[config.mk]
export PLATFORM = sky130hd
export DESIGN_NAME = pwm_oc_gen
export DESIGN_NICKNAME = d
export VERILOG_FILES = /design/src/rtl/pwm_oc_pkg.sv /design/src/rtl/pwm_oc_timebase.sv /design/src/rtl/pwm_oc_hostreg.sv /design/src/rtl/pwm_oc_sched.sv /design/src/rtl/pwm_oc_gen.sv
export SDC_FILE = /design/constraint.sdc
export NUM_CORES = 1
export LEC_CHECK = 0
export BUFFER_PORTS_ARGS = -buffer_cell sky130_fd_sc_hd__buf_2
export CORE_ASPECT_RATIO = 0.8
export CORE_UTILIZATION = 55
export CTS_CLUSTER_DIAMETER = 50
export CTS_CLUSTER_SIZE = 16
export DETAILED_ROUTE_END_ITERATION = 6
export MAX_ROUTING_LAYER = met4
export PLACE_DENSITY = 0.76
export SETUP_SLACK_MARGIN = 0.5
export SYNTH_ARGS = -nofsm -noshare
export SYNTH_HDL_FRONTEND = slang
export SYNTH_HIERARCHICAL = 1
export SYNTH_SLANG_ARGS = --single-unit
[constraint.sdc]
create_clock -name clk -period 3.8 [get_ports clk]
set_clock_uncertainty 0.05 [all_clocks]
set_input_delay 0 -clock clk [delete_from_list [all_inputs] [get_ports clk]]
set_output_delay 0 -clock clk [all_outputs]
set_load 0.02 [all_outputs]
[src/rtl/pwm_oc_pkg.sv]
// Shared widths and types for the output-compare PWM generator.
// Assumes the tick width is a whole number of host bytes and at least two bytes.
package pwm_oc_pkg;
    localparam int CNT_W  = 16;
    localparam int BYTE_W = 8;
    localparam int NB     = CNT_W / BYTE_W;
    localparam int SEL_W  = (NB > 1) ? $clog2(NB) : 1;

    typedef logic [CNT_W-1:0] tick_t;

    // Which edge the compare register is currently waiting for.
    typedef enum logic {
        PH_RISE_NEXT = 1'b0,
        PH_FALL_NEXT = 1'b1
    } phase_e;
endpackage

[src/rtl/pwm_oc_timebase.sv]
// Free-running tick counter; wraps modulo 2^CNT_W.
// Assumes nothing about enable: it runs whenever reset is released.
module pwm_oc_timebase
    import pwm_oc_pkg::*;
(
    input  logic  clk,
    input  logic  rst_n,
    output tick_t cnt_o
);
    tick_t cnt_q;

    // Advance the tick count every clock.
    always_ff @(posedge clk) begin
        if (!rst_n) cnt_q <= '0;
        else        cnt_q <= cnt_q + tick_t'(1);
    end

    assign cnt_o = cnt_q;
endmodule

[src/rtl/pwm_oc_hostreg.sv]
// Byte-wide host write path for the high interval.
// Lower bytes are staged; writing the top byte commits the whole word,
// saturated to [LATENCY, PERIOD-LATENCY], in one clock.
// Assumes 2*LATENCY <= PERIOD < 2^CNT_W and HI_RESET inside the limits.
module pwm_oc_hostreg
    import pwm_oc_pkg::*;
#(
    parameter int PERIOD   = 1225,
    parameter int LATENCY  = 44,
    parameter int HI_RESET = PERIOD / 2
) (
    input  logic              clk,
    input  logic              rst_n,
    input  logic              we,
    input  logic [SEL_W-1:0]  sel,
    input  logic [BYTE_W-1:0] din,
    output tick_t             hi_o
);
    localparam tick_t LO_LIM  = tick_t'(LATENCY);
    localparam tick_t HI_LIM  = tick_t'(PERIOD - LATENCY);
    localparam tick_t RST_VAL = tick_t'(HI_RESET);
    localparam logic [SEL_W-1:0] TOP_SEL = SEL_W'(NB - 1);

    logic [BYTE_W-1:0] stage_q [NB-1];
    tick_t             raw;
    tick_t             sat;
    tick_t             hi_q;
    logic              commit;

    // Capture writes aimed at the lower bytes.
    always_ff @(posedge clk) begin
        if (!rst_n) begin
            for (int i = 0; i < NB - 1; i++) stage_q[i] <= '0;
        end else if (we) begin
            for (int i = 0; i < NB - 1; i++)
                if (sel == SEL_W'(i)) stage_q[i] <= din;
        end
    end

    // Assemble the candidate word from the staged bytes and the top byte.
    always_comb begin
        raw = '0;
        for (int i = 0; i < NB - 1; i++) raw[i*BYTE_W +: BYTE_W] = stage_q[i];
        raw[CNT_W-1 -: BYTE_W] = din;
    end

    // Saturate the candidate to the latency limits.
    always_comb begin
        if (raw < LO_LIM)      sat = LO_LIM;
        else if (raw > HI_LIM) sat = HI_LIM;
        else                   sat = raw;
    end

    assign commit = we && (sel == TOP_SEL);

    // Hold the committed high interval.
    always_ff @(posedge clk) begin
        if (!rst_n)      hi_q <= RST_VAL;
        else if (commit) hi_q <= sat;
    end

    assign hi_o = hi_q;
endmodule

[src/rtl/pwm_oc_sched.sv]
// Edge scheduler: compare register, one-edge-ahead cache, phase flag, output.
// On a compare match the output flips, the cached edge moves into the
// compare register, and the cache advances by the interval after that.
// The committed high interval is sampled at each fall. It fixes the period
// that starts at the following rise. All additions wrap modulo 2^CNT_W.
// Assumes every interval is at least 2 ticks (LATENCY >= 2).
module pwm_oc_sched
    import pwm_oc_pkg::*;
#(
    parameter int PERIOD  = 1225,
    parameter int LATENCY = 44
) (
    input  logic   clk,
    input  logic   rst_n,
    input  logic   en,
    input  tick_t  cnt_i,
    input  tick_t  hi_i,
    output logic   pwm_o,
    output tick_t  cmp_o,
    output phase_e phase_o,
    output logic   run_o
);
    localparam tick_t PER_T = tick_t'(PERIOD);
    localparam tick_t LAT_T = tick_t'(LATENCY);

    logic   en_q;
    logic   start;
    logic   run;
    logic   hit;
    tick_t  cmp_q;
    tick_t  nxt_q;
    tick_t  hold_q;
    phase_e ph_q;
    logic   pwm_q;

    assign start = en && !en_q;
    assign run   = en && en_q;
    assign hit   = run && (cnt_i == cmp_q);

    // Remember the previous enable to find the start of a run.
    always_ff @(posedge clk) begin
        if (!rst_n) en_q <= 1'b0;
        else        en_q <= en;
    end

    // Place edges, flip the output and track which edge is next.
    always_ff @(posedge clk) begin
        if (!rst_n) begin
            cmp_q  <= LAT_T;
            nxt_q  <= '0;
            hold_q <= '0;
            ph_q   <= PH_RISE_NEXT;
            pwm_q  <= 1'b0;
        end else if (!en) begin
            ph_q   <= PH_RISE_NEXT;
            pwm_q  <= 1'b0;
        end else if (start) begin
            cmp_q  <= cnt_i + LAT_T;
            nxt_q  <= cnt_i + LAT_T + hi_i;
            hold_q <= hi_i;
            ph_q   <= PH_RISE_NEXT;
            pwm_q  <= 1'b0;
        end else if (hit) begin
            pwm_q <= ~pwm_q;
            cmp_q <= nxt_q;
            if (ph_q == PH_RISE_NEXT) begin
                ph_q  <= PH_FALL_NEXT;
                nxt_q <= nxt_q + (PER_T - hold_q);
            end else begin
                ph_q   <= PH_RISE_NEXT;
                nxt_q  <= nxt_q + hi_i;
                hold_q <= hi_i;
            end
        end
    end

    assign pwm_o   = pwm_q;
    assign cmp_o   = cmp_q;
    assign phase_o = ph_q;
    assign run_o   = run;
endmodule

[src/rtl/pwm_oc_gen.sv]
// Top level of the output-compare PWM generator.
// Wires the tick counter, the host write path and the edge scheduler.
// Assumes 2 <= LATENCY and 2*LATENCY <= PERIOD < 2^16.
module pwm_oc_gen
    import pwm_oc_pkg::*;
#(
    parameter int PERIOD   = 1225,
    parameter int LATENCY  = 44,
    parameter int HI_RESET = PERIOD / 2
) (
    input  logic              clk,
    input  logic              rst_n,
    input  logic              en,
    input  logic              hw_we,
    input  logic [SEL_W-1:0]  hw_sel,
    input  logic [BYTE_W-1:0] hw_byte,
    output logic              pwm_o
);
    tick_t  cnt_w;
    tick_t  hi_w;
    tick_t  cmp_w;
    phase_e phase_w;
    logic   run_w;

    pwm_oc_timebase u_tb (
        .clk   (clk),
        .rst_n (rst_n),
        .cnt_o (cnt_w)
    );

    pwm_oc_hostreg #(
        .PERIOD   (PERIOD),
        .LATENCY  (LATENCY),
        .HI_RESET (HI_RESET)
    ) u_host (
        .clk   (clk),
        .rst_n (rst_n),
        .we    (hw_we),
        .sel   (hw_sel),
        .din   (hw_byte),
        .hi_o  (hi_w)
    );

    pwm_oc_sched #(
        .PERIOD  (PERIOD),
        .LATENCY (LATENCY)
    ) u_sched (
        .clk     (clk),
        .rst_n   (rst_n),
        .en      (en),
        .cnt_i   (cnt_w),
        .hi_i    (hi_w),
        .pwm_o   (pwm_o),
        .cmp_o   (cmp_w),
        .phase_o (phase_w),
        .run_o   (run_w)
    );
endmodule

==> metrics.cfg, run 1 <==
[clock_network]
cts_buffers=9
clock-sinks=91
clockBufferDepth=2
clock_latency_ns=0.35
htree_levels=3
clkSlewWorstSetupHoldPaths_ns=0.08
cts_tree=yes
clockRootBuffer=clkbuf_16

[synth]
synth.area.mux_share=0.0303
async_reset_ff_frac=0
mappedNetlistNets=886
synthTopCellsByArea=dfxtp_1, ha_1, xnor2_1
syn_area_sq_um=6660
synth-main-ff-cell=dfxtp_1
synth-seq-cells=91
synth_xor_area_frac=0.0908
synth_fa_ha_area_frac=0.129
avgSynthCellArea_sq_um=8.26
synthTopCellsByCount=nand2_1, dfxtp_1, ha_1
synth_compound_area_frac=0.229
synth_simple_gate_area_frac=0.187
synth.most_common_cell=nand2_1
synth_top_area_cell=dfxtp_1
ys_warn_count=6
yosysTopAreaCellShare=0.250
synth_seq_area_share=0.286
synth_cell_type_count=71
synthCells=806
synth_edf_count=8
synth_top_family_by_area=compound AO/OA/AOI/OAI gates

[min_path]
worst_hold_path_type=input pin to flop
worstHoldStart=rst_n

[finish]
final_layout_size_suffix_gt1_frac=0.0765
layout.nets=898
final_cells=971
num_antenna_cells=0
area_growth_pct=9.33

[global_routing]
grt_pass1_wl_mm=29.6
grt_start_max_net_pins=56
grt.total_usage=0.306
antenna_found_initial=0
grt-ovfl-total=0
grt_pass1_vias=5785

[detailed_routing]
vias=6032
viasPerCell=6.21
first_iter_violations=632
postRouteAntennaNets=0
routed_wl_mm=18.0
drc=0
drtPass1Iterations=7
wl_per_cell_um=18.6

[power]
power.leakage_nw=2.95
power_density_nw_per_um2=352
ir_drop_v=0.000246

[placement]
port_buffers=13
dp_hpwl_mm=13.4
place_inst=946
gp_congestion=0.943

[sta]
finalHoldViolations=0
fin_setup_tns_ns=0
timing.final.crit_share=0.830
max_freq_mhz=317
slew_violations=0
finalSetupViolCount=0
worst_pin_slew_ns=1.13
rsz0062_at_grt=true
slew_headroom=0.240
period_minus_slack_ns=3.15

[setup_path]
arrival_ns=3.39
start_kind=flop
crit_top_cell=inv_1
reg2reg_from=u_sched/nxt_q[1]
critical-path-max-stage-delay_ns=0.39
setup.worst_path.class=flop to flop
critPathRequiredTime_ns=4.03
cp_slowest_cell=dfxtp_1
cp-end-kind=flop
startpoint=u_sched/nxt_q[1]
cp_cell_sequence=inv_1, ha_1, inv_1, ha_1, inv_1, fa_1, nor2b_2, o31a_1, o31ai_1, a21boi_1, o211ai_1, a21boi_0, o31ai_2, a41o_1
critPathTopFamily=compound AO/OA/AOI/OAI gates
worst-path-max-fanout=4
critPathBufInv=3

[run_status]
status=finished, final reports clean

[job]
cap_violations=0

[die]
core.rowCount=35
pin_count=14
initial_core_util=0.571
core_area_sq_um=11600
fp.dieArea_sq_um=12500
die_w_um=125
die_h_um=100

## path summary, 6_finish.rpt
kind                                           end  slack, ns  depth (start not counted)
worst max-delay path             u_sched/nxt_q[13]       0.65                         14
worst min-delay path              u_sched/cmp_o[3]       0.03                          2
worst min register to register  u_sched/hold_q[11]       0.40                          2
worst max register to register   u_sched/nxt_q[13]       0.65                         14
## placed cells by master, fill, tap and decap left out, drive strengths merged, types with 13 or more instances in the layout
master / Yosys / layout
nand2: 95 / 95
dfxtp: 83 / 83
ha: 64 / 64
a21oi: 58 / 58
inv: 52 / 56
nor2: 48 / 48
xnor2: 45 / 45
o21ai: 39 / 39
xor2: 24 / 24
nand3: 23 / 23
a21boi: 23 / 23
buf: 6 / 21
mux2i: 19 / 19
and2: 16 / 16
a21o: 13 / 13
## routing by layer
metal,vias to the layer above,part of all wire,global-route usage,wire length [um]
met1,2845,0.48,0.421,8640
met2,247,0.43,0.459,7790
met4,0,0.016,0.0929,286
met5,-,0,-,0
li1,2912,-,-,-
met3,28,0.072,0.0533,1300
## flip-flops by register name, indices dropped and copies added (netlist names)
signal           flops
u_host/stage_q       8
u_sched/cmp_o       16
u_sched/nxt_q       16
u_tb/cnt_o          16
u_host/hi_o         16
u_sched/phase_o      1
u_sched/hold_q      16
u_sched/en_q         1
u_sched/pwm_o        1
## logic make-up (layout without fill, tap and decap cells)
logic type | count (synthesis) | after routing
AND/OR/NAND/NOR | 253 | 253
AO/OA/AOI/OAI | 225 | 225
flip-flops | 91 | 91
buffers and inverters | 81 | 98
XOR/XNOR | 69 | 69
adder cells (fa/ha/maj) | 67 | 67
multiplexers | 20 | 20
## final cells by class
cell class              instances  area, sq um
flip-flops and latches         91         1910
well taps                     148          185
multi-input cells             634         4480
fillers                       993         4370
clock inverters                 7         66.3
clock buffers                   9          225
repair buffers                 30          215
inverters                      52          195
## power by group
group          internal [W]  total [W]  switching (W)
registers           0.00101    0.00108      0.0000620
clock network      0.000461   0.000887       0.000426
logic              0.000250   0.000595       0.000345
## per-stage QoR
stage | setup WS (ns) | util | total power, W | hold slack, ns | instance area [sq um]
global route | 0.469 | 0.625 | 0.00268 | 0.0548 | 7280
finish | 0.645 | 0.625 | 0.00256 | 0.0256 | 7280
CTS | 0.545 | 0.620 | 0.00255 | 0.0162 | 7220
global placement | 0.535 | 0.587 | 0.00163 | 0.222 | 6840
detailed placement | 0.434 | 0.587 | 0.00166 | 0.226 | 6840
floorplan | 0.767 | - | 0.00150 | 0.0717 | 6660
## repair_timing
action / 4_1_cts / 5_1_grt
hold buffers: 9 / 0
gates cloned: 0 / 0
hold endpoints to repair: 12 / 0
setup buffers: 0 / 0
resized for setup: 1 / 14
pin swaps: 0 / 1
setup endpoints to repair: 4 / 7
No activity file was read; power rests on OpenSTA's default activity.
==> run 2: changes to the inputs <==
--- a/config.mk
+++ b/config.mk
@@ -12,7 +12,7 @@
 export CTS_CLUSTER_SIZE = 16
 export DETAILED_ROUTE_END_ITERATION = 6
 export MAX_ROUTING_LAYER = met4
-export PLACE_DENSITY = 0.76
+export PLACE_DENSITY = 0.79
 export SETUP_SLACK_MARGIN = 0.5
 export SYNTH_ARGS = -nofsm -noshare
 export SYNTH_HDL_FRONTEND = slang
==> constraint.sdc (replaced) <==
create_clock -name clk -period 2.8 [get_ports clk]
set_clock_uncertainty 0.05 [all_clocks]
set_input_delay 0 -clock clk [delete_from_list [all_inputs] [get_ports clk]]
set_output_delay 0 -clock clk [all_outputs]
set_load 0.02 [all_outputs]
==> metrics.cfg, run 2 (synthesis gave the netlist of run 1 again) <==
[sta]
setup_ws_ns=0.00734
timing.final.crit_share=0.997
fin_setup_tns_ns=0
period_minus_slack_ns=2.79
slew_violations=0
slew_headroom=0.218
max_freq_mhz=358
fin_hold_ws_ns=0.0758
finalHoldViolations=0
finalSetupViolCount=0
rsz0062_at_grt=true
worst_pin_slew_ns=1.16

[clock_network]
clkSlewWorstSetupHoldPaths_ns=0.07
clockRootBuffer=clkbuf_16
cts_buffers=9
htree_levels=3
clock-sinks=91
clockBufferDepth=2
clock_latency_ns=0.34
cts_tree=yes

[global_routing]
grt_start_max_net_pins=56
grt_pass1_wl_mm=31.7
grt_busiest_layer=met2
grtUsageMet2=0.517
gr-usage-met1=0.436
antenna_found_initial=0
grt_pass1_vias=6172
grt.total_usage=0.333
grt-ovfl-total=0
grtUsageMet3=0.0741

[run_status]
status=finished, final reports clean

[power]
p_switching_w=0.00122
ir_drop_v=0.000352
seq_power_share=0.384
clockPowerShare=0.332
power.leakage_nw=3.55
intPower_w=0.00255
swShare=0.324
power_density_nw_per_um2=438
p_comb_frac=0.284

[finish]
final_cell_mix=nand2_1, dfxtp_1, ha_1, buf_4, nor2_1
area_growth_pct=29.4
layout.nets=962
multiInputGateArea_sq_um=5110
final_layout_size_suffix_gt1_frac=0.264
fillerInstances=797
regArea_sq_um=1920
final_common_cell=nand2_1
final_cells=1035
num_antenna_cells=0

[detailed_routing]
vias=6580
postRouteAntennaNets=0
routed_wl_mm=21.4
wl_per_cell_um=20.7
first_iter_violations=604
viasPerCell=6.36
drc=0
drtPass1Iterations=6

[placement]
place_inst=976
post-place-ws_ns=-0.0867
dp_hpwl_mm=13.8
gp_congestion=0.913
port_buffers=13

[setup_path]
arrival_ns=2.97
critPathRequiredTime_ns=2.98
start_kind=flop
cp-end-kind=flop
setup.worst_path.class=flop to flop
worst-path-max-fanout=3

[die]
fp.dieArea_sq_um=12500
initial_core_util=0.571
core_area_sq_um=11600
core.rowCount=35
die_h_um=100
pin_count=14
die_w_um=125

[min_path]
worst_hold_path_type=input pin to flop

[job]
cap_violations=0

[run 2: cell count changes in the layout (fill, tap and decap cells not counted), sizes merged]
cell / before / now
buf: 21 / 82
bufinv: 0 / 1
clkbuf: 9 / 12
clkinv: 1 / 4
clkinvlp: 2 / 0
inv: 56 / 54
[run 2: worst max-delay path: stages (launching register included)]
cell,delay (ns)
dfxtp_2,0.35
inv_2,0.06
ha_4,0.25
inv_2,0.04
ha_4,0.15
inv_2,0.06
fa_2,0.24
nor2b_4,0.05
o31a_1,0.35
o31ai_2,0.24
a21boi_1,0.12
o211ai_1,0.20
nor3b_2,0.19
o31ai_1,0.08
a41o_1,0.26
[run 2: final cells by class]
class                           instances  share of cell area
Inverter                               52              0.0244
Timing Repair Buffer                   94               0.103
Tap cell                              148              0.0215
Clock inverter                          7             0.00872
Multi-Input combinational cell        634               0.593
Sequential cell                        91               0.223
Clock buffer                            9              0.0261
[run 2: repair_timing]
| item | in CTS | in global routing |
|---|---|---|
| gates resized for setup | 43 | 134 |
| endpoints found under the hold margin | 12 | 0 |
| setup endpoints to repair | 28 | 44 |
| setup buffers | 16 | 13 |
| hold buffers | 9 | 0 |
| pin swaps | 34 | 85 |
| cloned | 1 | 4 |
[run 2: path summary, 6_finish.rpt]
kind | from | end | slack (ns) | depth (start not counted)
setup / recovery | u_sched/nxt_q[1] | u_sched/nxt_q[13] | 0.007 | 14
hold / removal | rst_n | u_host/hi_o[9] | 0.08 | 2
setup reg to reg | u_sched/nxt_q[1] | u_sched/nxt_q[13] | 0.007 | 14
hold reg to reg | u_sched/hold_q[0] | u_sched/hold_q[0] | 0.41 | 2
[run 2: power by group through the flow]
stage                     Clock (W)  Sequential [W]  Combinational, W
after detailed placement          0         0.00147          0.000831
after floorplan                   0         0.00145          0.000603
after global placement            0         0.00147          0.000801
after CTS                   0.00127         0.00144          0.000901
final                       0.00125         0.00145           0.00107
after global routing        0.00132         0.00146           0.00115
[run 2: metrics by stage]
| stage | total power [W] | utilization | instance area [sq um] |
|---|---|---|---|
| after floorplan | 0.00205 | - | 6730 |
| after global placement | 0.00227 | 0.616 | 7170 |
| after detailed placement | 0.00230 | 0.616 | 7170 |
| after CTS | 0.00361 | 0.679 | 7910 |
| after global routing | 0.00393 | 0.739 | 8610 |
| final | 0.00378 | 0.739 | 8610 |
[run 2: metal layers]
| layer | up-vias | part of all wire | routed length, um |
|---|---|---|---|
| met5 | - | 0 | 0 |
| met4 | 0 | 0.022 | 478 |
| met3 | 47 | 0.098 | 2100 |
| met2 | 354 | 0.45 | 9690 |
| met1 | 3138 | 0.43 | 9120 |
| li1 | 3041 | - | - |
